## src/rtl/wcb_pkg.sv

```systemverilog
// Shared constants and merge helper for the write-combining store buffer.
// Assumes a fixed 64-byte line and an 8-byte store word.
package wcb_pkg;
    localparam int LINE_BYTES = 64;
    localparam int WORD_BYTES = 8;
    localparam int OFS_W      = $clog2(LINE_BYTES);
    localparam int WORD_OFS_W = $clog2(WORD_BYTES);
    localparam int WSEL_W     = OFS_W - WORD_OFS_W;
    localparam int LINE_W     = LINE_BYTES * 8;
    localparam int WORD_W     = WORD_BYTES * 8;

    typedef struct packed {
        logic [LINE_BYTES-1:0] mask;
        logic [LINE_W-1:0]     data;
    } line_t;

    // Merge one store word into a line image; enabled bytes replace old ones.
    function automatic line_t merge_word(input line_t cur, input logic [WSEL_W-1:0] word,
                                         input logic [WORD_W-1:0] wdata,
                                         input logic [WORD_BYTES-1:0] be);
        line_t nxt;
        int unsigned pos;
        nxt = cur;
        for (int b = 0; b < WORD_BYTES; b++) begin
            pos = int'(word) * WORD_BYTES + b;
            if (be[b]) begin
                nxt.mask[pos]       = 1'b1;
                nxt.data[pos*8 +: 8] = wdata[b*8 +: 8];
            end
        end
        return nxt;
    endfunction
endpackage

```

## src/rtl/wcb_line.sv

```systemverilog
// One line buffer: a tag, per-byte valid flags and line data.
// Assumes the caller never writes and clears the same buffer in one cycle;
// clear wins if both occur. Data is not reset; only masked bytes matter.
module wcb_line
    import wcb_pkg::*;
#(
    parameter int TAG_W = 26
) (
    input  logic                  clk,
    input  logic                  rst_n,
    input  logic                  wr_en,
    input  logic                  wr_open,
    input  logic [TAG_W-1:0]      wr_tag,
    input  logic [WSEL_W-1:0]     wr_word,
    input  logic [WORD_W-1:0]     wr_data,
    input  logic [WORD_BYTES-1:0] wr_be,
    input  logic                  clr,
    output logic                  occ,
    output logic [TAG_W-1:0]      tag,
    output logic [LINE_BYTES-1:0] mask,
    output logic [LINE_W-1:0]     data,
    output logic                  full
);
    line_t cur, merged;

    assign cur    = '{mask: mask, data: data};
    assign merged = merge_word(cur, wr_word, wr_data, wr_be);

    // Valid flags and tag: set by merges, cleared on bus acceptance.
    always_ff @(posedge clk) begin
        if (!rst_n) begin
            mask <= '0;
            tag  <= '0;
        end else if (clr) begin
            mask <= '0;
            tag  <= '0;
        end else if (wr_en) begin
            mask <= merged.mask;
            if (wr_open) tag <= wr_tag;
        end
    end

    // Line data: newest bytes overwrite older ones.
    always_ff @(posedge clk) begin
        if (wr_en && !clr) data <= merged.data;
    end

    assign occ  = |mask;
    assign full = &mask;
endmodule

```

## src/rtl/wcb_age.sv

```systemverilog
// Tracks the order in which buffers were opened, as a rank per buffer
// (0 = oldest occupied). Assumes opens use a free buffer and clears an
// occupied one.
module wcb_age #(
    parameter int NUM_BUF = 4,
    localparam int IDX_W  = (NUM_BUF > 1) ? $clog2(NUM_BUF) : 1
) (
    input  logic               clk,
    input  logic               rst_n,
    input  logic [NUM_BUF-1:0] occ,
    input  logic               open_en,
    input  logic [IDX_W-1:0]   open_idx,
    input  logic               clr_en,
    input  logic [IDX_W-1:0]   clr_idx,
    output logic [IDX_W-1:0]   oldest_idx
);
    logic [IDX_W-1:0] rank [NUM_BUF];
    logic [IDX_W-1:0] new_rank;

    // Rank for a newly opened buffer: occupied count after any same-cycle clear.
    always_comb begin
        int cnt;
        cnt = 0;
        for (int i = 0; i < NUM_BUF; i++) cnt += int'(occ[i]);
        if (clr_en) cnt -= 1;
        new_rank = IDX_W'(cnt);
    end

    // Rank upkeep: assign on open, close the gap on clear.
    always_ff @(posedge clk) begin
        if (!rst_n) begin
            for (int i = 0; i < NUM_BUF; i++) rank[i] <= '0;
        end else begin
            for (int i = 0; i < NUM_BUF; i++) begin
                if (clr_en && clr_idx == IDX_W'(i))
                    rank[i] <= '0;
                else if (open_en && open_idx == IDX_W'(i))
                    rank[i] <= new_rank;
                else if (clr_en && occ[i] && rank[i] > rank[clr_idx])
                    rank[i] <= rank[i] - 1'b1;
            end
        end
    end

    // Oldest occupied buffer is the one holding rank zero.
    always_comb begin
        oldest_idx = '0;
        for (int i = NUM_BUF - 1; i >= 0; i--)
            if (occ[i] && rank[i] == '0) oldest_idx = IDX_W'(i);
    end
endmodule

```

## src/rtl/wcb_drain_sel.sv

```systemverilog
// Chooses the next buffer to offer on the bus. Full lines go first (lowest
// index), then the oldest line when a flush or an eviction needs one.
// Assumes it is consulted only while no write is pending.
module wcb_drain_sel #(
    parameter int NUM_BUF = 4,
    localparam int IDX_W  = (NUM_BUF > 1) ? $clog2(NUM_BUF) : 1
) (
    input  logic               idle,
    input  logic [NUM_BUF-1:0] occ,
    input  logic [NUM_BUF-1:0] full_vec,
    input  logic [IDX_W-1:0]   oldest_idx,
    input  logic               flush_pend,
    input  logic               need_evict,
    output logic               start,
    output logic [IDX_W-1:0]   sel_idx
);
    // Priority pick of the drain candidate.
    always_comb begin
        start   = 1'b0;
        sel_idx = oldest_idx;
        for (int i = NUM_BUF - 1; i >= 0; i--) begin
            if (full_vec[i]) begin
                start   = idle;
                sel_idx = IDX_W'(i);
            end
        end
        if (!(|full_vec) && (flush_pend || need_evict) && (|occ))
            start = idle;
    end
endmodule

```

## src/rtl/wcb_store_buffer.sv

```systemverilog
// Write-combining store buffer top. Stores merge into per-line buffers;
// buffers drain as byte-masked line writes on a valid/ready bus port when
// full, when evicted for a new line, or on flush. One write in flight.
// Assumes st_be/st_data stable while st_valid waits for st_ready.
module wcb_store_buffer
    import wcb_pkg::*;
#(
    parameter int NUM_BUF = 4,
    parameter int ADDR_W  = 32,
    localparam int IDX_W  = (NUM_BUF > 1) ? $clog2(NUM_BUF) : 1,
    localparam int TAG_W  = ADDR_W - OFS_W,
    localparam int WA_W   = ADDR_W - WORD_OFS_W
) (
    input  logic                  clk,
    input  logic                  rst_n,
    input  logic                  st_valid,
    output logic                  st_ready,
    input  logic [WA_W-1:0]       st_waddr,
    input  logic [WORD_W-1:0]     st_data,
    input  logic [WORD_BYTES-1:0] st_be,
    input  logic                  flush_req,
    output logic                  flush_done,
    output logic                  bw_valid,
    input  logic                  bw_ready,
    output logic [ADDR_W-1:0]     bw_addr,
    output logic [LINE_W-1:0]     bw_data,
    output logic [LINE_BYTES-1:0] bw_mask,
    output logic                  bw_full
);
    logic [TAG_W-1:0]      st_tag;
    logic [WSEL_W-1:0]     st_word;
    logic [NUM_BUF-1:0]    occ, full_vec, wr_en, clr;
    logic [TAG_W-1:0]      tag_a  [NUM_BUF];
    logic [LINE_BYTES-1:0] mask_a [NUM_BUF];
    logic [LINE_W-1:0]     data_a [NUM_BUF];
    logic                  hit_any, free_any, hit_busy, be_zero, acc, need_evict;
    logic [IDX_W-1:0]      hit_idx, free_idx, oldest_idx, sel_idx, drain_idx_q;
    logic                  bw_valid_q, flush_pend_q, flush_done_q, start, accept, all_idle;

    assign st_tag  = st_waddr[WA_W-1:WSEL_W];
    assign st_word = st_waddr[WSEL_W-1:0];

    // Tag lookup and free-slot search, lowest index wins.
    always_comb begin
        hit_any  = 1'b0;
        hit_idx  = '0;
        free_any = 1'b0;
        free_idx = '0;
        for (int i = NUM_BUF - 1; i >= 0; i--) begin
            if (occ[i] && tag_a[i] == st_tag) begin
                hit_any = 1'b1;
                hit_idx = IDX_W'(i);
            end
            if (!occ[i]) begin
                free_any = 1'b1;
                free_idx = IDX_W'(i);
            end
        end
    end

    // Store admission: hold during flush, on a line being offered, or when full.
    always_comb begin
        be_zero    = (st_be == '0);
        hit_busy   = hit_any && bw_valid_q && (drain_idx_q == hit_idx);
        st_ready   = !flush_pend_q && (be_zero || (hit_any ? !hit_busy : free_any));
        acc        = st_valid && st_ready && !be_zero;
        need_evict = st_valid && !be_zero && !hit_any && !free_any && !flush_pend_q;
        accept     = bw_valid_q && bw_ready;
        all_idle   = !(|occ) && !bw_valid_q;
    end

    genvar g;
    generate
        for (g = 0; g < NUM_BUF; g++) begin : g_buf
            assign wr_en[g] = acc && ((hit_any ? hit_idx : free_idx) == IDX_W'(g));
            assign clr[g]   = accept && (drain_idx_q == IDX_W'(g));
            wcb_line #(.TAG_W(TAG_W)) u_line (
                .clk(clk), .rst_n(rst_n),
                .wr_en(wr_en[g]), .wr_open(!hit_any), .wr_tag(st_tag),
                .wr_word(st_word), .wr_data(st_data), .wr_be(st_be),
                .clr(clr[g]),
                .occ(occ[g]), .tag(tag_a[g]), .mask(mask_a[g]),
                .data(data_a[g]), .full(full_vec[g])
            );
        end
    endgenerate

    wcb_age #(.NUM_BUF(NUM_BUF)) u_age (
        .clk(clk), .rst_n(rst_n), .occ(occ),
        .open_en(acc && !hit_any), .open_idx(free_idx),
        .clr_en(accept), .clr_idx(drain_idx_q),
        .oldest_idx(oldest_idx)
    );

    wcb_drain_sel #(.NUM_BUF(NUM_BUF)) u_sel (
        .idle(!bw_valid_q), .occ(occ), .full_vec(full_vec),
        .oldest_idx(oldest_idx), .flush_pend(flush_pend_q),
        .need_evict(need_evict), .start(start), .sel_idx(sel_idx)
    );

    // Bus write slot: launch a selected buffer, retire on acceptance.
    always_ff @(posedge clk) begin
        if (!rst_n) begin
            bw_valid_q  <= 1'b0;
            drain_idx_q <= '0;
        end else if (accept) begin
            bw_valid_q  <= 1'b0;
        end else if (start) begin
            bw_valid_q  <= 1'b1;
            drain_idx_q <= sel_idx;
        end
    end

    // Flush tracking: pending until everything is empty, then a done pulse.
    always_ff @(posedge clk) begin
        if (!rst_n) begin
            flush_pend_q <= 1'b0;
            flush_done_q <= 1'b0;
        end else begin
            flush_done_q <= flush_pend_q && all_idle;
            flush_pend_q <= flush_req || (flush_pend_q && !all_idle);
        end
    end

    assign bw_valid   = bw_valid_q;
    assign bw_addr    = {tag_a[drain_idx_q], {OFS_W{1'b0}}};
    assign bw_data    = data_a[drain_idx_q];
    assign bw_mask    = mask_a[drain_idx_q];
    assign bw_full    = &mask_a[drain_idx_q];
    assign flush_done = flush_done_q;
endmodule

```

## config.mk

```make
export PLATFORM = sky130hd
export DESIGN_NAME = wcb_store_buffer
export DESIGN_NICKNAME = d
export VERILOG_FILES = /design/src/rtl/wcb_pkg.sv /design/src/rtl/wcb_line.sv /design/src/rtl/wcb_age.sv /design/src/rtl/wcb_drain_sel.sv /design/src/rtl/wcb_store_buffer.sv
export SDC_FILE = /design/constraint.sdc
export NUM_CORES = 2
export LEC_CHECK = 0
export BUFFER_PORTS_ARGS = -buffer_cell sky130_fd_sc_hd__clkbuf_2
export CORE_MARGIN = 1.5
export CORE_UTILIZATION = 40
export DETAILED_ROUTE_END_ITERATION = 10
export MAX_ROUTING_LAYER = met4
export SKIP_CTS_REPAIR_TIMING = 1
export SLEW_MARGIN = 30
export SYNTH_ARGS = -nofsm -noshare
export SYNTH_HDL_FRONTEND = slang
export SYNTH_SLANG_ARGS = --single-unit
```

## constraint.sdc

```tcl
create_clock -name clk -period 4.57 [get_ports clk]
set_clock_uncertainty 0.2 [all_clocks]
set_input_delay 0.457 -clock clk [delete_from_list [all_inputs] [get_ports clk]]
set_output_delay 0.457 -clock clk [all_outputs]
set_load 0.005 [all_outputs]
```

==> results.json <==
{
  "synth-seq-area-share_pct": 69.6,
  "power.ir.vdd_worst_v": 0.000599,
  "design.final.nets": 7261,
  "worst_pin_slew_ns": 1.13,
  "synth-adder-area-share_pct": 0.272,
  "timing.critical_path.fanout_max": 5,
  "route.detailed.vias_per_inst": 5.80,
  "cpMaxStageDelayCell": "nor4_1",
  "synth_compound_gate_area_share_pct": 3.31,
  "hold_ws_ns": -0.00391,
  "worstHoldPathCells": 4,
  "fin_area_sq_mm": 0.122,
  "finalWeightedCongestion": 0.926,
  "post-layout-total-power_mw": 60.4,
  "antenna_found_initial": 77,
  "hold_end": "bw_valid",
  "total_congestion_overflow": 0,
  "synth_seq_cells": 2423,
  "run_status": "complete, but fails checks",
  "placed_cells_incl_taps": 10100,
  "post_synth_xor_area_fraction_pct": 0.944,
  "critical_path_buf_inv_count": 4,
  "worst-r2r-setup-slack_ns": -0.04,
  "hold_path_class": "in -> reg",
  "timing.setup.critical_path_class": "reg -> out",
  "final_antenna_net_count": 0,
  "initial_core_util_pct": 40.3,
  "first_global_vias": 60200,
  "cp_startpoint_kind": "register",
  "synth_top_family_by_area": "multiplexers",
  "timing.setup.tns_ns": -2.52,
  "grt_first_pass_wirelength_microns": 457000,
  "worstPathCellList": "nor4_1 -> nand4_1 -> nor4_2 -> buf_4 -> nor3_2 -> a211oi_2 -> mux2i_1 -> buf_4 -> nand2_4 -> o21ai_2 -> a21oi_1 -> buf_4 -> clkbuf_2",
  "setup_viol_count_final": 153,
  "synth-edff-count": 2056,
  "timing.final.max_slew_violations": 0,
  "family_of_cells_with_the_greatest_summed_delay_on_the_critical_path": "simple AND/OR/NAND/NOR gates",
  "mostFrequentLayoutCells": "edfxtp_1, clkbuf_2, mux4_2",
  "drt-pass1-iter-count": 7,
  "die_area_sq_mm": 0.251,
  "synthDistinctLibCells": 61,
  "place_hpwl_microns": 222000,
  "row_count": 182,
  "setup_ws_ns": -0.186,
  "placeableCoreArea_sq_mm": 0.246,
  "cpMostUsedCell": "buf_4",
  "ctsRootBufferMaster": "clkbuf_16",
  "maxCapViolCount": 0,
  "ys_warn_count": 0,
  "drc_errors": 0,
  "area_growth_syn_to_layout_pct": 22.5,
  "clock_latency_ns": 0.96,
  "slew-limit-headroom_pct": 24.6,
  "final_instance_count_without_filler_cells": 10700,
  "synthArstFlopShare_pct": 0,
  "numPortBuffers": 711,
  "synth-main-ff-cell": "edfxtp_1",
  "tritoncts": "yes",
  "power.static_leakage_nw": 41.7,
  "syn_area_per_cell_sq_um": 16.5,
  "cts.reportedPaths.clkPinSlew_ns": 0.06,
  "postPlaceCellArea_sq_mm": 0.112,
  "worstHoldStart": "bw_ready",
  "routed_wire_per_std_cell_microns": 30.7,
  "clockBufferDepth": 4,
  "slowest_delay_ns": 0.50,
  "post_route_cells_drive_above_1_share_pct": 32.6,
  "netlist_instances": 6006,
  "hold_viol": 1,
  "mostFrequentLayoutCell": "edfxtp_1",
  "grt_max_degree": 132,
  "grt_util_all_layers_pct": 26.4,
  "die_width_microns": 501,
  "post_synth_mux_area_share_pct": 14.1,
  "critical_path_arrival_ns": 4.10,
  "min_period_over_period_pct": 104,
  "power_density_mw_per_mm2": 497,
  "pre_cts_slack_ns": -0.257,
  "post_synth_instance_area_sq_mm": 0.0992,
  "synthSimpleGateAreaFrac_pct": 9.49,
  "reg2reg_depth": 17,
  "die_y_microns": 501,
  "failed_checks": "hold timing, setup timing",
  "cts_htree_levels": 5,
  "critical_path_required_ns": 3.91,
  "highest_attainable_clock_frequency_mhz": 210,
  "final.min_clock_period_ns": 4.76,
  "rsz0062_at_grt": "yes",
  "io_pins": 718,
  "dr_total_vias": 61900,
  "worst_r2r_dst": "g_buf[3].u_line.data[233]",
  "endpoint_kind_of_the_worst_setup_timing_path": "primary output",
  "drt_wl_total_microns": 328000,
  "cts_inserted_buffers": 277,
  "sink_count": 2423,
  "worst_r2r_startpoint": "g_buf[0].u_line.mask[41]",
  "dr.first_iter.drc_count": 7500
}
==> worst max-delay path by stage <==
stage,start,end,cells after the start
after floorplan,st_waddr[22],g_buf[2].u_line.data[128],13
after global placement,st_be[1],g_buf[2].u_line.data[150],12
after detailed placement,g_buf[0].u_line.mask[16],g_buf[3].u_line.data[424],14
after CTS,g_buf[0].u_line.mask[16],st_ready,13
after global routing,g_buf[1].u_line.mask[38],st_ready,17
final,g_buf[0].u_line.mask[41],st_ready,13
==> per-stage QoR <==
stage / hold WS, ns / util, %
2_1_floorplan: 0.227 / -
3_3_place_gp: 0.262 / 45.3
3_5_place_dp: 0.270 / 45.3
4_1_cts: -0.383 / 48.7
5_1_grt: 0.00388 / 49.3
6_report: -0.00391 / 49.3
==> metal layers <==
metal	up-vias	track usage, %	part of all wire (%)
li1	25900	-	-
met4	0	9.12	3.8
met3	521	5.33	9.6
met1	32300	34.8	39
met5	-	-	0
met2	3262	40.9	48
==> state kept, by name, indices dropped and copies added (netlist names), named ones only <==
register and flops:
u_age.rank 8, g_buf.u_line.data 2048, flush_done 1, flush_pend_q 1
bw_valid 1, g_buf.u_line.mask 256, drain_idx_q 2, g_buf.u_line.tag 104
==> kinds of logic after synthesis <==
| kind of cell | count (synthesis) |
|---|---|
| DFF | 2423 |
| and+or+nand+nor | 1731 |
| muxes | 640 |
| buffers and inverters | 583 |
| AOI/OAI and AO/OA | 500 |
| xor gates and xnor gates | 107 |
| adders and majority gates | 21 |
| other | 1 |
==> synthesized netlist by cell type (all sizes together), types with 114 or more instances <==
cell type / instances / area [sq um]
edfxtp: 2056 / 61700
mux4: 604 / 13600
and2: 522 / 3270
nand2: 471 / 1770
dfxtp: 367 / 7350
clkbuf: 308 / 1160
nor4: 257 / 1640
a21oi: 206 / 1030
inv: 148 / 556
nand4: 137 / 857
o21bai: 130 / 976
o31ai: 129 / 968
buf: 125 / 553
nor2: 114 / 430
==> area by class of cell <==
cell class                 instances  area (sq um)
antenna                           33          82.6
clock buffer                     359          7500
clock inverter                   109           961
fill                           20600        125000
inverter                         150           563
multi-input combinational       3005         29600
sequential                      2423         69100
tap                             3312          4140
timing repair buffer            1277          9600
==> worst min-delay path, stage by stage <==
cell and delay, ns:
clkbuf_2 0.10, nand2_1 0.27, nand2_1 0.16, a21oi_1 0.05
==> where the power goes <==
part	switching (mW)	internal, mW	total [mW]
combinational	9.05	5.29	14.3
clock	8.60	12.5	21.1
sequential	0.479	24.5	25.0
total	18.1	42.3	60.4
No activity file was read; power rests on OpenSTA's default activity.
